**config.mk**
```make
export PLATFORM = sky130hd
export DESIGN_NAME = csel_adder
export DESIGN_NICKNAME = d
export VERILOG_FILES = /design/src/rtl/csel_pkg.sv /design/src/rtl/sfc_full_adder.sv /design/src/rtl/ripple_chain.sv /design/src/rtl/select_slice.sv /design/src/rtl/csel_adder.sv
export SDC_FILE = /design/constraint.sdc
export NUM_CORES = 1
export LEC_CHECK = 0
export CAP_MARGIN = 10
export CORE_ASPECT_RATIO = 1.2
export CORE_MARGIN = 2
export CORE_UTILIZATION = 33
export DETAILED_ROUTE_END_ITERATION = 10
export GPL_TIMING_DRIVEN = 0
export PLACE_DENSITY = 0.69
export SETUP_SLACK_MARGIN = 0.5
export SLEW_MARGIN = 20
export SYNTH_ARGS = -nofsm -noshare
export SYNTH_HDL_FRONTEND = slang
export SYNTH_SLANG_ARGS = --single-unit
```
**constraint.sdc**
```tcl
create_clock -name vclk -period 9.06
set_clock_uncertainty 0.05 [all_clocks]
set_input_delay 1.812 -clock vclk [all_inputs]
set_output_delay 1.812 -clock vclk [all_outputs]
set_load 0.02 [all_outputs]
```
**src/rtl/csel_pkg.sv**
```systemverilog
package csel_pkg;
    localparam int CSEL_DATA_W = 32;
    localparam int CSEL_GRP_W  = 4;

    // number of slices for a given operand and slice width
    function automatic int slice_count(input int data_w, input int grp_w);
        return (data_w + grp_w - 1) / grp_w;
    endfunction

    typedef struct packed {
        logic                  carry;
        logic [CSEL_GRP_W-1:0] sum;
    } slice_res_t;
endpackage

```
**src/rtl/sfc_full_adder.sv**
```systemverilog
module sfc_full_adder (
    input  logic a,
    input  logic b,
    input  logic cin,
    output logic sum,
    output logic cout
);
    logic maj;
    logic any_one;
    logic all_one;

    always_comb begin
        maj     = (a & b) | (a & cin) | (b & cin);
        any_one = a | b | cin;
        all_one = a & b & cin;
        cout    = maj;
        sum     = all_one | (any_one & ~maj);
    end

    always_comb begin
        // carry high exactly for two or more ones
        a_r2_majority_carry: assert (cout == ($countones({a, b, cin}) >= 2))
            else $error("cell carry wrong");
        // sum equals odd parity of the inputs
        a_r3_parity_sum: assert (sum == (a ^ b ^ cin))
            else $error("cell sum wrong");
    end
endmodule

```
**src/rtl/ripple_chain.sv**
```systemverilog
module ripple_chain #(
    parameter int WIDTH = 4
) (
    input  logic [WIDTH-1:0] a,
    input  logic [WIDTH-1:0] b,
    input  logic             cin,
    output logic [WIDTH-1:0] sum,
    output logic             cout
);
    logic [WIDTH:0] carry;

    assign carry[0] = cin;

    for (genvar i = 0; i < WIDTH; i++) begin : g_bit
        sfc_full_adder u_cell (
            .a    (a[i]),
            .b    (b[i]),
            .cin  (carry[i]),
            .sum  (sum[i]),
            .cout (carry[i+1])
        );
    end

    assign cout = carry[WIDTH];
endmodule

```
**src/rtl/select_slice.sv**
```systemverilog
module select_slice #(
    parameter int WIDTH  = 4,
    parameter bit LOWEST = 1'b0
) (
    input  logic [WIDTH-1:0] a,
    input  logic [WIDTH-1:0] b,
    input  logic             cin,
    output logic [WIDTH-1:0] sum,
    output logic             cout
);
    if (LOWEST) begin : g_single
        // bottom slice: true carry known up front, one chain suffices
        ripple_chain #(.WIDTH(WIDTH)) u_chain (
            .a    (a),
            .b    (b),
            .cin  (cin),
            .sum  (sum),
            .cout (cout)
        );
    end else begin : g_dual
        logic [WIDTH-1:0] sum_z;
        logic [WIDTH-1:0] sum_o;
        logic             cy_z;
        logic             cy_o;

        ripple_chain #(.WIDTH(WIDTH)) u_chain_zero (
            .a    (a),
            .b    (b),
            .cin  (1'b0),
            .sum  (sum_z),
            .cout (cy_z)
        );

        ripple_chain #(.WIDTH(WIDTH)) u_chain_one (
            .a    (a),
            .b    (b),
            .cin  (1'b1),
            .sum  (sum_o),
            .cout (cy_o)
        );

        // one select steers both sum and carry
        always_comb begin
            if (cin) begin
                sum  = sum_o;
                cout = cy_o;
            end else begin
                sum  = sum_z;
                cout = cy_z;
            end
        end

        always_comb begin
            // assume-one result is assume-zero result plus one
            a_r5_pair_offset: assert ({cy_o, sum_o} == ({cy_z, sum_z} + (WIDTH+1)'(1)))
                else $error("speculative chains disagree");
            // output follows the chain named by the incoming carry
            a_r6_select_follows: assert ({cout, sum} == (cin ? {cy_o, sum_o} : {cy_z, sum_z}))
                else $error("slice select wrong");
        end
    end
endmodule

```
**src/rtl/csel_adder.sv**
```systemverilog
module csel_adder
    import csel_pkg::*;
#(
    parameter int DATA_W = CSEL_DATA_W,
    parameter int GRP_W  = CSEL_GRP_W
) (
    input  logic [DATA_W-1:0] op_a,
    input  logic [DATA_W-1:0] op_b,
    input  logic              carry_in,
    output logic [DATA_W-1:0] sum_out,
    output logic              carry_out
);
    localparam int NUM_SLICE = slice_count(DATA_W, GRP_W);

    logic [NUM_SLICE:0] slice_cy;

    assign slice_cy[0] = carry_in;

    for (genvar g = 0; g < NUM_SLICE; g++) begin : g_slice
        select_slice #(
            .WIDTH  (GRP_W),
            .LOWEST (g == 0)
        ) u_slice (
            .a    (op_a[g*GRP_W +: GRP_W]),
            .b    (op_b[g*GRP_W +: GRP_W]),
            .cin  (slice_cy[g]),
            .sum  (sum_out[g*GRP_W +: GRP_W]),
            .cout (slice_cy[g+1])
        );
    end

    assign carry_out = slice_cy[NUM_SLICE];

    always_comb begin
        // full result matches wide addition
        a_r1_wide_sum: assert ({carry_out, sum_out} ==
                               ({1'b0, op_a} + {1'b0, op_b} + {{DATA_W{1'b0}}, carry_in}))
            else $error("adder result wrong");
    end
endmodule

```
; After elaboration in Yosys (flattened, before gate mapping)
; Index checks and enable logic that the tools add are counted.
[totals]
regBits = 0
out_inout_bits = 33
elab_cells = 534
[op_classes]
bitwise_logic = 520
mux = 14
[ops]
columns = cell, count
row1 = 1-bit OR, 237
row2 = 1-bit AND, 223
row3 = 1-bit NOT, 60
row4 = 4-bit 2-to-1 mux, 7
row5 = 1-bit 2-to-1 mux, 7

; Depth between registers and ports, before layout
[depth]
ltp_word = 19
mapped_depth = 14
depth_no_buf = 12

; Hierarchy
; From an unflattened synthesis, not the netlist that was laid out.
[unflattened]
cells_unflattened = 109
hier_area_um2 = 1647.8
[by_module_without_submodules]
columns = mod, area_per_inst_um2, cells_each, n_inst, seq_area_each_um2
row1 = sfc_full_adder, 20.0, 1, 60, 0.0
row2 = select_slice at g_slice[1].u_slice ..., 63.8, 7, 7, 0.0

; Worst setup path before layout
; OpenSTA, ideal clock, no wires.
[synth_path]
path_type = input to output
startpoint = input port op_a[0]
endpoint = output port carry_out
t_arrival_ps = 5581
path_stages = 14
path_buffers = 2
path_slack_ps = 1617
path_cell_list = inv_1 > fa_1 > inv_1 > fa_1 > fa_1 > fa_1 > buf_6 > mux2i_4 > mux2i_4 > mux2i_4 > mux2i_4 > mux2_4 > buf_6 > mux2i_1
[synth_via]
elab_chain_cells = 19
word_cells_on_any_way = 23
[synth_rtl]
columns = item, line_no
row1 = start: declaration, csel_adder.sv:7  ; input logic [DATA_W-1:0] op_a,
row2 = 1-bit AND, sfc_full_adder.sv:13  ; maj = (a & b) | (a & cin) | (b & cin);
row3 = 1-bit OR (*) (2 in a row), sfc_full_adder.sv:13
row4 = 1-bit AND, sfc_full_adder.sv:13
row5 = 1-bit OR, sfc_full_adder.sv:13
row6 = 1-bit OR (*), sfc_full_adder.sv:13
row7 = 1-bit AND, sfc_full_adder.sv:13
row8 = 1-bit OR, sfc_full_adder.sv:13
row9 = 1-bit OR (*), sfc_full_adder.sv:13
row10 = 1-bit AND, sfc_full_adder.sv:13
row11 = 1-bit OR, sfc_full_adder.sv:13
row12 = 1-bit OR (*), sfc_full_adder.sv:13
row13 = 1-bit 2-to-1 mux (*) (7 in a row), select_slice.sv:44  ; if (cin) begin
row14 = end: declaration, csel_adder.sv:11  ; output logic carry_out
; Mark *: on every way between the ends. The rest lies on a longest branch, timed or not.

; Worst setup path after layout
[layout_path]
startpoint = input port op_a[0]
endpoint = output port sum_out[27]
[layout_via]
elab_chain_cells = 18
word_cells_on_any_way = 22
[layout_rtl]
columns = item, line_no
row1 = 1-bit AND, sfc_full_adder.sv:13
row2 = 1-bit OR (*) (2 in a row), sfc_full_adder.sv:13
row3 = 1-bit AND, sfc_full_adder.sv:13
row4 = 1-bit OR, sfc_full_adder.sv:13
row5 = 1-bit OR (*), sfc_full_adder.sv:13
row6 = 1-bit AND, sfc_full_adder.sv:13
row7 = 1-bit OR, sfc_full_adder.sv:13
row8 = 1-bit OR (*), sfc_full_adder.sv:13
row9 = 1-bit AND, sfc_full_adder.sv:13
row10 = 1-bit OR, sfc_full_adder.sv:13
row11 = 1-bit OR (*), sfc_full_adder.sv:13
row12 = 1-bit 2-to-1 mux (*) (5 in a row), select_slice.sv:44
row13 = 4-bit 2-to-1 mux (*), select_slice.sv:44
row14 = end: declaration, csel_adder.sv:10  ; output logic [DATA_W-1:0] sum_out,
; Marks and branches as above.

==> reports/metrics.cfg <==
[status]
outcome = complete, no violations

[global_routing]
grt_pass1_wl_microns = 6180
antenna_found_initial = 0
grt_pass1_vias = 1542
grtUsageTotal = 0.119
grt_max_degree = 9
grt_overflow = 0

[sta]
worst_slew_pin_slew_ns = 0.446
fin_crit_sh = 0.915
fmax_mhz = 121
holdWs_ns = 4.78
finalSetupViolCount = 0
hold_violations = 0
tns_ns = 0
finalCriticalPeriod_ns = 8.29
rsz0062_at_grt = no
relSlewSlack = 0.703
finalMaxSlewViolations = 0

[placed_design]
io_buffers = 98
hpwl_microns = 3390
routabilityCongestion = 0.686
placed_cell_area_sq_um = 2890

[layout]
drive_gt1_frac = 0.136
seq_cell_count = 0
layout_commonest_cell = clkdlybuf4s50_1
multi_input_area_sq_um = 1670
syn2layout_area_growth_pct = 59.5
antenna_cells = 0
seq_area_sq_um = 0
final_cell_mix = 98 x clkdlybuf4s50_1, 46 x fa_1, 26 x inv_1
clock_buffers = 0
finalInstanceArea_sq_um = 2920
fin_nets = 377
fillerInstances = 478

[critical_path]
crit_family = multiplexers
critical_path_arrival_ns = 6.42
slowest_delay_ns = 0.54
cp_data_required_time_ns = 7.20
crit_slowest_cell = clkdlybuf4s50_1
worstPathMaxFanout = 8
path_class = input port to output port
cp_num_buf_inv = 6
path_cells = clkdlybuf4s50_1, inv_1, fa_1, inv_1, fa_1, fa_1, fa_1, buf_6, mux2i_4, mux2i_4, mux2i_4, mux2i_4, mux2_4, buf_6, mux2_4, clkdlybuf4s50_1
cp-end-kind = output port
startpoint = op_a[0]
critPathLaunchType = input port

[floorplanning]
dieHeight_microns = 85.6
dieArea_sq_um = 6160
core_sq_um = 5330
die_w_microns = 72.0
start_util = 0.343
boundaryPins = 98
row_count = 29

[logic_synthesis]
yosysWarnings = 0
ys_types = 20
synth.avg_cell_area_sq_um = 12.4
syn_inst = 148
synthesis.area_sq_um = 1830
synth_fp_nets = 273
ys_seq_area_frac = 0

[worst_hold_path]
hold_start = op_b[4]
hp-class = input port to output port

[job]
maxCapViolCount = 0

[route]
wl_per_cell_microns = 11.5
post_drt_via_cell_ratio = 4.62
drc_errors = 0
drt-initial-drc-count = 15
via_count = 1440
ant_nets = 0
drtPass1Iterations = 2
wl_microns = 3580

[power_and_ir_drop]
leakage_nw = 1.23
power_density_nw_per_um2 = 99.8
ir_drop_v = 0.0000728

[clock_network]
cts_resized = 0
hold_buffers = 0

==> cells in the mapped netlist (3+ instances only) <==
master | n | area share
buf_4 | 4 | 0.016
fa_1 | 46 | 0.50
ha_1 | 14 | 0.096
inv_1 | 26 | 0.053
mux2_2 | 15 | 0.092
mux2_4 | 4 | 0.033
mux2i_1 | 12 | 0.066
mux2i_4 | 4 | 0.049
nand2_1 | 3 | 0.0062
xnor2_1 | 4 | 0.019
==> area by class of cell <==
type               count  share of cell area
multi-input cells    114               0.573
repair buffers       102               0.346
inverters             26              0.0334
well taps             62              0.0266
plain buffers          8              0.0206
==> worst min-delay path: cells and delay by family <==
| kind | cells | cell delay, ns |
|---|---|---|
| buf+inv | 3 | 1.03 |
| fa+ha+maj | 1 | 0.12 |
| xor+xnor | 1 | 0.06 |
==> logic make-up (layout without fill, tap and decap cells) <==
group           after synthesis  count (layout)  synth area share
mux                          35              35             0.240
buf+inv                      34             136            0.0861
fa+ha+maj                    60              60             0.599
xor+xnor                      6               6            0.0287
simple gates                 11              11            0.0362
compound gates                2               2            0.0103
==> through the flow <==
stage | setup slack, ns | total power, W | utilization | cells
final | 0.775 | 0.000291 | 0.547 | 312
after floorplan | 1.62 | 0.000162 | - | 148
after global routing | 0.587 | 0.000318 | 0.547 | 312
after global placement | 0.398 | 0.000288 | 0.542 | 308
after detailed placement | 0.402 | 0.000291 | 0.542 | 308
after CTS | 0.620 | 0.000295 | 0.544 | 310
==> power breakdown <==
part	internal, W	leakage [nW]	switching (W)
Clock	0	0	0
Combinational	0.000162	1.23	0.000130
Sequential	0	0	0
==> repair_timing <==
| item | in CTS | in global routing |
|---|---|---|
| buffers inserted | 2 | 2 |
| endpoints found under the hold margin | 0 | 0 |
| setup endpoints to repair | 8 | 1 |
| pin swaps | 0 | 0 |
==> routing by layer <==
layer  global-route usage  vias to the layer above  share of wire
li1                     -                      670              -
met3               0.0376                        0           0.13
met2                0.247                       69           0.54
met4                    0                        0              0
met1                0.119                      701           0.32
met5                    0                        -              0
==> final timing paths <==
path	slack, ns	to	cells after the start
worst max-delay path	0.77	sum_out[27]	16
worst min-delay path	4.78	sum_out[4]	5
Note: power is estimated with default switching activity, not from simulation.
